`src/rtl/nor_prog_pkg.sv`:
```
package nor_prog_pkg;
  localparam logic [11:0] UNLK_ADDR_A = 12'h555;
  localparam logic [11:0] UNLK_ADDR_B = 12'h2AA;
  localparam logic [7:0]  UNLK_DATA_A = 8'hAA;
  localparam logic [7:0]  UNLK_DATA_B = 8'h55;
  localparam logic [7:0]  OP_PROGRAM  = 8'hA0;
  localparam logic [7:0]  OP_ERASE_SU = 8'h80;
  localparam logic [7:0]  OP_ERASE_GO = 8'h10;
  localparam logic [7:0]  OP_RESET    = 8'hF0;
  localparam int unsigned PROG_STEPS  = 4;
  localparam int unsigned ERASE_STEPS = 6;

  typedef enum logic [2:0] {
    ST_IDLE, ST_WRITE, ST_READ, ST_SAMPLE, ST_ABORT
  } ctrl_state_t;

  typedef enum logic [1:0] {
    RK_POLL, RK_RETRY, RK_CHECK
  } read_kind_t;
endpackage

```
`src/rtl/nor_cmd_table.sv`:
```
module nor_cmd_table
  import nor_prog_pkg::*;
#(
  parameter int AW = 20,
  parameter int DW = 16
) (
  input  logic          erase,
  input  logic [2:0]    step,
  input  logic [AW-1:0] tgt_addr,
  input  logic [DW-1:0] tgt_data,
  output logic [AW-1:0] cmd_addr,
  output logic [DW-1:0] cmd_data,
  output logic [2:0]    n_steps
);
  localparam int AP = AW - 12;
  localparam int DP = DW - 8;

  logic [AW-1:0] a_lo, a_hi;
  logic [7:0]    op_byte;
  logic          is_target;

  assign a_lo = {{AP{1'b0}}, UNLK_ADDR_A};
  assign a_hi = {{AP{1'b0}}, UNLK_ADDR_B};
  assign n_steps = erase ? 3'(ERASE_STEPS) : 3'(PROG_STEPS);

  always_comb begin
    cmd_addr  = a_lo;
    op_byte   = UNLK_DATA_A;
    is_target = 1'b0;
    case (step)
      3'd0: begin cmd_addr = a_lo; op_byte = UNLK_DATA_A; end
      3'd1: begin cmd_addr = a_hi; op_byte = UNLK_DATA_B; end
      3'd2: begin cmd_addr = a_lo; op_byte = erase ? OP_ERASE_SU : OP_PROGRAM; end
      3'd3: begin
        if (erase) begin
          cmd_addr = a_lo; op_byte = UNLK_DATA_A;
        end else begin
          cmd_addr = tgt_addr; is_target = 1'b1;
        end
      end
      3'd4: begin cmd_addr = a_hi; op_byte = UNLK_DATA_B; end
      default: begin cmd_addr = a_lo; op_byte = OP_ERASE_GO; end
    endcase
    cmd_data = is_target ? tgt_data : {{DP{1'b0}}, op_byte};
  end
endmodule

```
`src/rtl/nor_status_eval.sv`:
```
module nor_status_eval #(
  parameter int DW = 16
) (
  input  logic [DW-1:0] rdata,
  input  logic [DW-1:0] expect_word,
  output logic          polarity_ok,
  output logic          fault_flag,
  output logic          word_ok
);
  assign polarity_ok = (rdata[7] == expect_word[7]);
  assign fault_flag  = rdata[5];
  assign word_ok     = (rdata == expect_word);
endmodule

```
`src/rtl/nor_poll_timer.sv`:
```
module nor_poll_timer #(
  parameter int POLL_LIMIT = 1024
) (
  input  logic clk,
  input  logic rst,
  input  logic clr,
  input  logic inc,
  output logic expired
);
  localparam int CW = $clog2(POLL_LIMIT + 1);

  logic [CW-1:0] cnt;

  always_ff @(posedge clk) begin
    if (rst || clr) cnt <= '0;
    else if (inc)   cnt <= cnt + 1'b1;
  end

  assign expired = (cnt == CW'(POLL_LIMIT - 1));

  p_cnt_bound_r7: assert property (@(posedge clk) disable iff (rst)
    cnt < CW'(POLL_LIMIT));
  p_no_inc_at_limit_r7: assert property (@(posedge clk) disable iff (rst)
    (inc && !clr) |-> !expired);
endmodule

```
`src/rtl/nor_prog_ctrl.sv`:
```
module nor_prog_ctrl
  import nor_prog_pkg::*;
#(
  parameter int AW = 20,
  parameter int DW = 16,
  parameter int POLL_LIMIT = 1024
) (
  input  logic          clk,
  input  logic          rst,
  input  logic          start,
  input  logic          op_erase,
  input  logic [AW-1:0] prog_addr,
  input  logic [DW-1:0] prog_data,
  output logic          busy,
  output logic          done,
  output logic          error,
  output logic          err_kind,
  output logic [AW-1:0] bus_addr,
  output logic [DW-1:0] bus_wdata,
  output logic          bus_we,
  output logic          bus_re,
  input  logic [DW-1:0] bus_rdata
);
  localparam int DP = DW - 8;

  ctrl_state_t   state;
  read_kind_t    rkind;
  logic [2:0]    step;
  logic          is_erase;
  logic [AW-1:0] tgt_addr;
  logic [DW-1:0] tgt_data;

  logic          accept;
  logic          sel_erase;
  logic [2:0]    sel_step;
  logic [AW-1:0] sel_addr;
  logic [DW-1:0] sel_data;
  logic [AW-1:0] cmd_addr;
  logic [DW-1:0] cmd_data;
  logic [2:0]    n_steps;
  logic          pol_ok, fault, word_ok, expired;
  logic          tmr_inc;

  assign accept    = (state == ST_IDLE) && start;
  assign sel_erase = (state == ST_IDLE) ? op_erase : is_erase;
  assign sel_step  = (state == ST_IDLE) ? 3'd0 : step;
  assign sel_addr  = (state == ST_IDLE) ? prog_addr : tgt_addr;
  assign sel_data  = (state == ST_IDLE) ? (op_erase ? {DW{1'b1}} : prog_data) : tgt_data;

  nor_cmd_table #(.AW(AW), .DW(DW)) u_table (
    .erase(sel_erase), .step(sel_step), .tgt_addr(sel_addr), .tgt_data(sel_data),
    .cmd_addr(cmd_addr), .cmd_data(cmd_data), .n_steps(n_steps)
  );

  nor_status_eval #(.DW(DW)) u_eval (
    .rdata(bus_rdata), .expect_word(tgt_data),
    .polarity_ok(pol_ok), .fault_flag(fault), .word_ok(word_ok)
  );

  assign tmr_inc = (state == ST_SAMPLE) && (rkind == RK_POLL)
                   && !pol_ok && !fault && !expired;

  nor_poll_timer #(.POLL_LIMIT(POLL_LIMIT)) u_timer (
    .clk(clk), .rst(rst), .clr(accept), .inc(tmr_inc), .expired(expired)
  );

  always_ff @(posedge clk) begin
    if (rst) begin
      state     <= ST_IDLE;
      rkind     <= RK_POLL;
      step      <= '0;
      is_erase  <= 1'b0;
      tgt_addr  <= '0;
      tgt_data  <= '0;
      busy      <= 1'b0;
      done      <= 1'b0;
      error     <= 1'b0;
      err_kind  <= 1'b0;
      bus_addr  <= '0;
      bus_wdata <= '0;
      bus_we    <= 1'b0;
      bus_re    <= 1'b0;
    end else begin
      done  <= 1'b0;
      error <= 1'b0;
      case (state)
        ST_IDLE: begin
          if (start) begin
            is_erase  <= op_erase;
            tgt_addr  <= prog_addr;
            tgt_data  <= sel_data;
            bus_addr  <= cmd_addr;
            bus_wdata <= cmd_data;
            bus_we    <= 1'b1;
            busy      <= 1'b1;
            step      <= 3'd1;
            state     <= ST_WRITE;
          end
        end
        ST_WRITE: begin
          if (step == n_steps) begin
            bus_we   <= 1'b0;
            bus_re   <= 1'b1;
            bus_addr <= tgt_addr;
            rkind    <= RK_POLL;
            state    <= ST_READ;
          end else begin
            bus_addr  <= cmd_addr;
            bus_wdata <= cmd_data;
            step      <= step + 3'd1;
          end
        end
        ST_READ: begin
          bus_re <= 1'b0;
          state  <= ST_SAMPLE;
        end
        ST_SAMPLE: begin
          case (rkind)
            RK_CHECK: begin
              busy     <= 1'b0;
              state    <= ST_IDLE;
              done     <= word_ok;
              error    <= !word_ok;
              err_kind <= 1'b1;
            end
            default: begin
              if (pol_ok) begin
                rkind  <= RK_CHECK;
                bus_re <= 1'b1;
                state  <= ST_READ;
              end else if (rkind == RK_POLL && fault) begin
                rkind  <= RK_RETRY;
                bus_re <= 1'b1;
                state  <= ST_READ;
              end else if (rkind == RK_RETRY || expired) begin
                bus_we    <= 1'b1;
                bus_wdata <= {{DP{1'b0}}, OP_RESET};
                state     <= ST_ABORT;
              end else begin
                bus_re <= 1'b1;
                state  <= ST_READ;
              end
            end
          endcase
        end
        ST_ABORT: begin
          bus_we   <= 1'b0;
          busy     <= 1'b0;
          error    <= 1'b1;
          err_kind <= 1'b0;
          state    <= ST_IDLE;
        end
        default: state <= ST_IDLE;
      endcase
    end
  end

  p_strobe_excl_r9: assert property (@(posedge clk) disable iff (rst)
    !(bus_we && bus_re));
  p_strobe_needs_busy_r9: assert property (@(posedge clk) disable iff (rst)
    (bus_we || bus_re) |-> busy);
  p_pulse_drops_busy_r5: assert property (@(posedge clk) disable iff (rst)
    (done || error) |-> !busy);
  p_done_error_excl_r5: assert property (@(posedge clk) disable iff (rst)
    !(done && error));
  p_read_single_r3: assert property (@(posedge clk) disable iff (rst)
    bus_re |=> !bus_re);
  p_first_unlock_r1: assert property (@(posedge clk) disable iff (rst)
    (state == ST_IDLE && start) |=>
      (bus_we && bus_addr[11:0] == UNLK_ADDR_A && bus_wdata[7:0] == UNLK_DATA_A));
  p_reset_cmd_before_fault_r6: assert property (@(posedge clk) disable iff (rst)
    (error && !err_kind) |-> $past(bus_we && bus_wdata[7:0] == OP_RESET));
  p_busy_start_ignored_r8: assert property (@(posedge clk) disable iff (rst)
    (busy && start && !done && !error) |=> $stable(tgt_addr));
endmodule

```
`config.mk`:
```
export PLATFORM = sky130hd
export DESIGN_NAME = nor_prog_ctrl
export DESIGN_NICKNAME = d
export VERILOG_FILES = /design/src/rtl/nor_prog_pkg.sv /design/src/rtl/nor_cmd_table.sv /design/src/rtl/nor_status_eval.sv /design/src/rtl/nor_poll_timer.sv /design/src/rtl/nor_prog_ctrl.sv
export SDC_FILE = /design/constraint.sdc
export NUM_CORES = 1
export LEC_CHECK = 0
export BUFFER_PORTS_ARGS = -buffer_cell sky130_fd_sc_hd__buf_4
export CAP_MARGIN = 20
export CORE_ASPECT_RATIO = 1.5
export CORE_MARGIN = 2
export CORE_UTILIZATION = 45
export CTS_CLUSTER_SIZE = 24
export DETAILED_ROUTE_END_ITERATION = 7
export GPL_TIMING_DRIVEN = 0
export PLACE_DENSITY = 0.79
export SLEW_MARGIN = 25
export SYNTH_ARGS = -nofsm -noshare
export SYNTH_HDL_FRONTEND = slang
export SYNTH_SLANG_ARGS = --single-unit
```
`constraint.sdc`:
```
create_clock -name clk -period 3.6 [get_ports clk]
set_clock_uncertainty 0.2 [all_clocks]
set_input_delay 0.54 -clock clk [delete_from_list [all_inputs] [get_ports clk]]
set_output_delay 0.54 -clock clk [all_outputs]
set_load 0.02 [all_outputs]
```
==> results summary, run 1 <==
The flow ran to the end, and the final reports show no timing, DRC or antenna violations. Of the total synthesized cell area, the portion taken by AND, OR, NAND and NOR gates is 0.227. The post-placement cell count is 777. In this run the deepest clock path goes through 2 buffers. The first detailed-routing pass ran for 7 iterations. The final non-filler cell area is 5720 um2. The share of the synthesized netlist area taken by xor and xnor gates came out at 0.0575. The analysis attributes to net switching a power of 794 uW. The number of pins exceeding their max-slew limit in the final report is 0.

The maximum number of pins on one net before global-route repair is 22. The root buffer cell is sky130_fd_sc_hd__clkbuf_16. The detailed router placed 4,434 vias in this run. Summing all placed instances gives a cell area of 5420 um2. The critical path crosses 7 cells after its start point. During I/O placement, the number of pins put on the boundary was 98.

In the routed design, unresolved DRC markers number 0. In this run, post-CTS hold repair placed 0 buffers. The aggregate global-route resource usage came out at 0.237. The post-synth design cell area is 4550 um2.

The total of buffers placed on input and output ports is 96. Of the total power, the share spent switching nets is 0.303. TritonCTS built the clock tree.

The sequential share of power came out at 0.454. Traced cell by cell, the critical path runs through clkbuf_1, nor2_1, nand4_1, nand2_1, clkbuf_1, o211ai_1, a21oi_1. The horizontal die dimension came out at 86.1 um. The worst setup path is launched from a flop. Setup repair after global routing left no endpoint under its margin. The post-cts sizing count is 0. The via count of the first global-routing pass came out at 4,409. The number of placement rows is 45. The initial standard-cell utilization of the core is 0.456. The type of the most critical hold path is in2reg. The post-CTS clock slew at the launch and capture registers of the worst setup and hold paths came out at 0.08 ns. The worst min-delay path startpoint is prog_addr[14]. On the worst path, the slowest cell contributes a delay of 0.40 ns. The number of library cell types mapped by synthesis is 59. Dividing total power by cell area gives a power density of 458 nW/um2. The internal power is 1.82 mW. The post-CTS setup buffer count is 0.

The number of enable flip-flop cells after synthesis is 0. The hold violation total from the final report is 0. The data arrival time of the critical path came out at 2.70 ns. The wire length per cell after detailed routing came out at 16.0 um. The part of the total power dissipated in the clock network is 0.380. The worst register-to-register path ends at bus_addr[16]. Setup total negative slack on the finished layout was measured at 0 ns. For this design, the slowest cell found on the critical path is sky130_fd_sc_hd__clkbuf_1. At the pin with the least slew margin, the transition time is 0.756 ns. Dividing the synthesized area by the synthesized cell count gives 8.06 um2. The initial antenna violation count came out at 0. The half-perimeter wire length after placement is 9560 um.

The final clock period utilization by the worst path came out at 0.729. The filler cell count is 923. The sink count of the clock tree is 98. The most numerous cell type found on the critical path is sky130_fd_sc_hd__clkbuf_1. Of the total synthesized cell area, the portion taken by full adders, half adders and majority gates is 0.00550. The final weighted congestion in routability-driven placement came out at 0.917. The proportion of layout cells with a drive suffix above 1 is 0.186.

Counting instances, the worst hold path has a depth of 3. The multiplexer share of the synthesized area came out at 0.0223. The maximum ir drop on the vdd rail came out at 246 uV. The total wirelength of the detailed-routed design is 12,700 um. The worst hold endpoint is tgt_addr[14]. The layout overhead on the synthesized area came out at 25.8%. Headroom to the max-slew limit came out at 0.491. The portion of the post-synthesis area used by sequential elements is 0.431. The die covers 10,900 um2.

The worst register-to-register path begins at state[1]. The number of buffers and inverters on the critical path is 2. The worst endpoint required time is 3.68 ns. The most used flip-flop cell after synthesis is sky130_fd_sc_hd__dfxtp_1. The leakage power came out at 2.32 nW. The combinational family with the most area after synthesis is simple AND/OR/NAND/NOR gates. For this run, the top clock speed supported by timing is 381 MHz. The height of the die is 127 um. The flop-to-flop setup slack is 0.98 ns. The final non-filler cell total is 793. Summed over all layers, the global routing overflow is 0. The max-capacitance violation count is 0. The area inside the core boundary came out at 9970 um2. The number of warning messages in the yosys log came out at 0. The TritonCTS buffer count is 9.

The critical path is of the reg2reg type. The part of the power in combinational logic came out at 0.166. The later-pin clock latency in the skew report is 0.36 ns.

In this run the worst path has a maximum fanout of 10. The level count of the clock H-tree came out at 3. The post-synthesis net count came out at 622. The final layout net count is 729.

The share of the synthesized area in compound gates (AO/OA/AOI/OAI) came out at 0.210. The final critical delay including setup and external delays is 2.62 ns. The gate count after technology mapping came out at 564. Overall power consumption after layout is estimated at 2.62 mW. The number of flip-flops and latches in the synthesized netlist is 98. Once detail routing completed, the nets flagged for antenna violations numbered 0. The mean number of vias per cell is 5.59. The logic depth of the worst register-to-register path is 7.

The cell family contributing the most delay on the critical path is simple AND/OR/NAND/NOR gates. The post-synthesis async set-or-reset flop share came out at 0. The number of DRC violations after detailed-routing iteration 0 is 293. Once layout is complete, the utilization of the core stands at 0.574.

STA classifies the critical path endpoint as a flop. Setup violations remaining at the end of the flow were counted as 0. The repair_antennas step left the layout with diodes totalling 0. The first-pass GRT wire length came out at 20,600 um.
-- Yosys cell counts, drive strengths merged, types with 9 or more instances --
cell type  instances  area [um2]
a211oi            16         120
xor2              26         235
dfxtp             98        1960
nor2              58         225
clkbuf            34         128
o21ai             24         120
a21oi             63         315
mux2i              9        90.1
nand2             86         323
o211ai            10        75.1
nor3              22         110
-- metal layers --
layer,global-route usage,part of all wire,up-vias
met2,0.431,0.54,128
li1,-,-,2199
met1,0.266,0.39,2079
met5,0,0,-
met3,0.0368,0.039,28
met4,0.112,0.026,0
-- kinds of logic (layout without fill, tap and decap cells) --
logic type	after synthesis	count (layout)
and+or+nand+nor	222	222
AOI/OAI and AO/OA	152	152
DFF	98	98
buffers and inverters	51	163
xor gates and xnor gates	29	29
muxes	10	10
adders and majority gates	2	2
-- placed cells by master (no fill, tap or decap), types with 10 or more instances in the layout --
cell type and n:
sky130_fd_sc_hd__xor2_1 25, sky130_fd_sc_hd__clkbuf_1 34, sky130_fd_sc_hd__o21ai_0 23, sky130_fd_sc_hd__buf_4 97, sky130_fd_sc_hd__nor2_1 57, sky130_fd_sc_hd__a21oi_1 63
sky130_fd_sc_hd__dfxtp_1 98, sky130_fd_sc_hd__nand2_1 86, sky130_fd_sc_hd__nor3_1 22, sky130_fd_sc_hd__o211ai_1 10, sky130_fd_sc_hd__a211oi_1 16
-- worst max path at each step --
stage                   start           end  slack (ns)
6_report             state[1]  bus_addr[16]        0.98
5_1_grt              state[1]  bus_addr[18]        0.73
4_1_cts              state[1]  bus_addr[16]        1.00
3_5_place_dp     bus_rdata[7]  bus_wdata[0]         1.0
3_3_place_gp     bus_rdata[7]  bus_wdata[2]        1.04
2_1_floorplan  u_timer.cnt[0]  bus_wdata[0]        1.38
-- metrics by stage --
stage          worst slack, ns  hold slack [ns]
2_1_floorplan             1.38            0.235
3_3_place_gp              1.04            0.243
3_5_place_dp              1.00            0.247
4_1_cts                   1.00            0.216
5_1_grt                  0.727            0.224
6_report                 0.976            0.220
-- power by group through the flow --
stage / clock network (mW) / registers, mW / logic [mW]
3_5_place_dp: 0 / 1.21 / 0.433
6_report: 0.995 / 1.19 / 0.435
2_1_floorplan: 0 / 1.23 / 0.240
3_3_place_gp: 0 / 1.21 / 0.424
5_1_grt: 1.05 / 1.20 / 0.478
4_1_cts: 1.00 / 1.19 / 0.435
-- final cells by class --
| type | instances | area [um2] | share of cell area |
|---|---|---|---|
| clock inverters | 7 | 81.3 | 0.0142 |
| well taps | 117 | 146 | 0.0256 |
| clock buffers | 9 | 225 | 0.0394 |
| repair buffers | 96 | 721 | 0.126 |
| multi-input cells | 415 | 2370 | 0.415 |
| plain buffers | 42 | 178 | 0.0311 |
| inverters | 9 | 33.8 | 0.00590 |
| flip-flops and latches | 98 | 1960 | 0.343 |
-- registers in the layout (all words and copies together), names as in the netlist, 2 cells and up --
name and cells:
state 3, bus_addr 20, u_timer.cnt 11, tgt_addr 20, step 3, bus_wdata 16
tgt_data 16, rkind 2
-- worst register-to-register path, delay by kind of cell (launching register included) --
kind / cells / cell delay (ns)
buffers and inverters: 2 / 0.64
DFF: 1 / 0.39
and+or+nand+nor: 3 / 0.95
AOI/OAI and AO/OA: 2 / 0.36
Power figures use the tool's default switching activity.
==> run 2: changes to the inputs <==
ABC_AREA = 1   (was unset)
PLACE_DENSITY = 0.78   (was 0.79)
clock period = 2.5 ns   (was 3.6 ns; I/O delays follow)
==> results summary, run 2 <==
The data arrival time of the critical path is 2.21 ns. The hold violation total from the final report is 0. The total overflow reported by the global router is 0. The leakage power came out at 2.77 nW. The initial antenna violation count came to 0. Dividing the final minimum period by the clock period gives 0.878.

The worst hold slack after final layout is 0.0501 ns. The most frequent cell after synthesis is sky130_fd_sc_hd__nand2_1. Among all stages on the critical path, the largest delay is contributed by sky130_fd_sc_hd__dfxtp_1.

Averaged over all synthesized cells, the footprint is 6.71 um2. The critical path's largest stage delay is 0.39 ns. In the synthesized netlist the dominant register cell turns out to be sky130_fd_sc_hd__dfxtp_1. Dividing total power by cell area gives a power density of 977 nW/um2. Setup repair after global routing left no endpoint under its margin.

The area of placed instances is 5730 um2. The tool flagged a number of max-cap violations equal to 0. For this run, design rule violations remaining after detail routing come to 0.

The finished cells cover 6030 um2. The number of DRC violations after detailed-routing iteration 0 is 326. Counting instances in the post-synthesis netlist gives the leading cell types as sky130_fd_sc_hd__nand2_1, sky130_fd_sc_hd__nor2_1, sky130_fd_sc_hd__dfxtp_1, sky130_fd_sc_hd__inv_1, sky130_fd_sc_hd__o21ai_0. The fraction of post-synthesis cell area in the top cell type by area came out at 0.407. For this run, the number of Yosys warnings is 0.

Derived from the worst setup path, the maximum achievable clock frequency is 456 MHz. The maximum ir drop on the vdd rail is 532 uV. The total via count after detailed routing is 4,834. Clock tree synthesis selected as its root buffer the cell sky130_fd_sc_hd__clkbuf_16. The top cell types in the final layout, fill and taps aside, are sky130_fd_sc_hd__nand2_1, sky130_fd_sc_hd__nor2_1, sky130_fd_sc_hd__buf_4, sky130_fd_sc_hd__dfxtp_1, sky130_fd_sc_hd__inv_1.

The via count of the first global-routing pass came out at 4,445. The maximum number of pins on one net before global-route repair came out at 18. The first-pass iteration count of the detailed router came out at 5. The first global-routing pass estimated 20,700 um of wire.

The largest fanout on the critical path came out at 10. The number of library cell types mapped by synthesis is 35. The antenna diode count is 0. The placement-stage worst setup slack came out at 0.122 ns. The area inside the core boundary came out at 10,500 um2. The post-synthesis net count came out at 776.

The path class of the tightest hold or removal check is in2reg. The number of pins exceeding their max-slew limit in the final report came out at 0. For the worst-skew pair, the clock arrives at the later sink with an insertion delay of 0.34 ns.

The aggregate global-route resource usage is 0.228. The slew at the pin closest to its max-slew limit came out at 0.623 ns. The worst endpoint required time came out at 2.51 ns. Clock tree synthesis inserted a total of 9 buffers. The post-route setup TNS came out at 0 ns. The level count of the clock H-tree is 3.

The remaining antenna violation count is 0. The number of enable flip-flop cells after synthesis came out at 0. The mean number of vias per cell came out at 4.96. For this run, the register share of the synthesized area comes to 0.407. The commonest non-fill, non-tap cell in the layout is sky130_fd_sc_hd__nand2_1.

On the critical path the largest part of the delay comes from simple AND/OR/NAND/NOR gates. The congestion estimate from routability-driven global placement came to 0.881. At the end of the flow the core is filled with cells to 0.572. The type of the worst setup path is reg2reg. In this run the vertical extent of the chip is 131 um. The number of flip-flops and latches in the synthesized netlist is 98. Sorting the synthesized cells by area gives the leading types as sky130_fd_sc_hd__dfxtp_1, sky130_fd_sc_hd__nand2_1, sky130_fd_sc_hd__nor2_1. TritonCTS built the clock tree. The critical path goes through nor2_4, nand2_4, nor2_2, inv_1, nand2_1, clkbuf_1, a21oi_1. The number of buffers and inverters on the critical path is 2. In the final layout, the share of cells above drive strength 1 is 0.180. The die covers 11,600 um2. The final count of negative-setup-slack endpoints is 0. Subtracting the final worst setup slack from the clock period gives 2.19 ns. sky130_fd_sc_hd__dfxtp_1 takes more of the synthesized area than any other cell. The flow ran to the end, and the final reports show no timing, DRC or antenna violations. The post-CTS setup buffer count is 0. The post-CTS clock slew at the launch and capture registers of the worst setup and hold paths came out at 0.07 ns. The total wirelength of the detailed-routed design came out at 12,900 um.

Dividing the detail-routed wire length by the instance count gives 13.2 um. The horizontal die dimension came out at 88.5 um. The I/O pin count came out at 98.

The post-synthesis async set-or-reset flop share came out at 0. The post-synth design cell area is 4820 um2. The half-perimeter wire length after placement came out at 9530 um. The final layout net count came out at 884. The total of buffers placed on input and output ports is 97. For this design, the sink count on the clock tree is 98.

Synthesis produced 718 cells. STA classifies the critical path startpoint as a flop. Setup slack on the critical path of the routed design comes to 0.306 ns.

The kind of end point of the critical path is a flop. The initial standard-cell utilization of the core is 0.457. The number of placement rows is 46. Relative to the synthesized area, the layout overhead comes to 25.1%. The maximum clock insertion buffer count is 2. The worst-case headroom to the max-slew limit came out at 0.585. In the final layout, the registers with the most flip-flops are bus_addr (20), tgt_addr (20).
==> run 2: timing repair <==
item                                    in CTS  in global routing
endpoints found under the setup margin       0                  4
hold buffers                                 0                  0
gates resized for setup                      0                  1
endpoints found under the hold margin        0                  0
==> run 2: through the flow <==
stage | power [mW] | std cells
2_1_floorplan | 3.71 | 718
3_3_place_gp | 4.47 | 959
3_5_place_dp | 4.50 | 959
4_1_cts | 5.92 | 974
5_1_grt | 6.33 | 974
6_report | 5.89 | 974
==> run 2: worst paths after layout <==
check                start        endpoint  slack (ns)  cells after the start
min          prog_addr[13]    tgt_addr[13]        0.05                      3
max reg2reg       state[1]  u_timer.cnt[0]        0.31                      7
max               state[1]  u_timer.cnt[0]        0.31                      7
min reg2reg         bus_re          bus_re        0.25                      2
==> run 2: area by class of cell <==
type                    instances  area [um2]
plain buffers                  31         158
clock buffers                   9         225
clock inverters                 6        73.8
fillers                      1030        4500
inverters                      84         315
multi-input cells             505        2390
flip-flops and latches         98        1960
well taps                     144         180
repair buffers                 97         728
==> run 2: report_power, final <==
part	internal, mW	total (mW)	switching, mW
sequential	1.92	2.15	0.231
combinational	0.875	2.34	1.46
clock	0.785	1.41	0.622
total	3.58	5.89	2.32
==> run 2: cells by family (layout without fill, tap and decap cells) <==
| kind of cell | count (synthesis) | in the layout | synth area share |
|---|---|---|---|
| AND/OR/NAND/NOR | 346 | 346 | 0.302 |
| AO/OA/AOI/OAI | 133 | 133 | 0.144 |
| buffers and inverters | 115 | 227 | 0.0982 |
| flip-flops | 98 | 98 | 0.407 |
| XOR/XNOR | 24 | 24 | 0.0436 |
| adder cells (fa/ha/maj) | 2 | 2 | 0.00519 |
==> run 2: worst reg2reg max path: cells and delay by family, from the launching register on <==
kind                   cells  cell delay, ns
AND/OR/NAND/NOR            4            0.84
buffers and inverters      2            0.58
flip-flops                 1            0.39
AO/OA/AOI/OAI              1            0.07
==> run 2: per-layer routing <==
| metal | part of all wire | routed length (um) | global-route usage |
|---|---|---|---|
| met1 | 0.41 | 5340 | 0.274 |
| met2 | 0.50 | 6450 | 0.392 |
| met3 | 0.051 | 662 | 0.0371 |
| met4 | 0.033 | 430 | 0.111 |
| met5 | 0 | 0 | 0 |
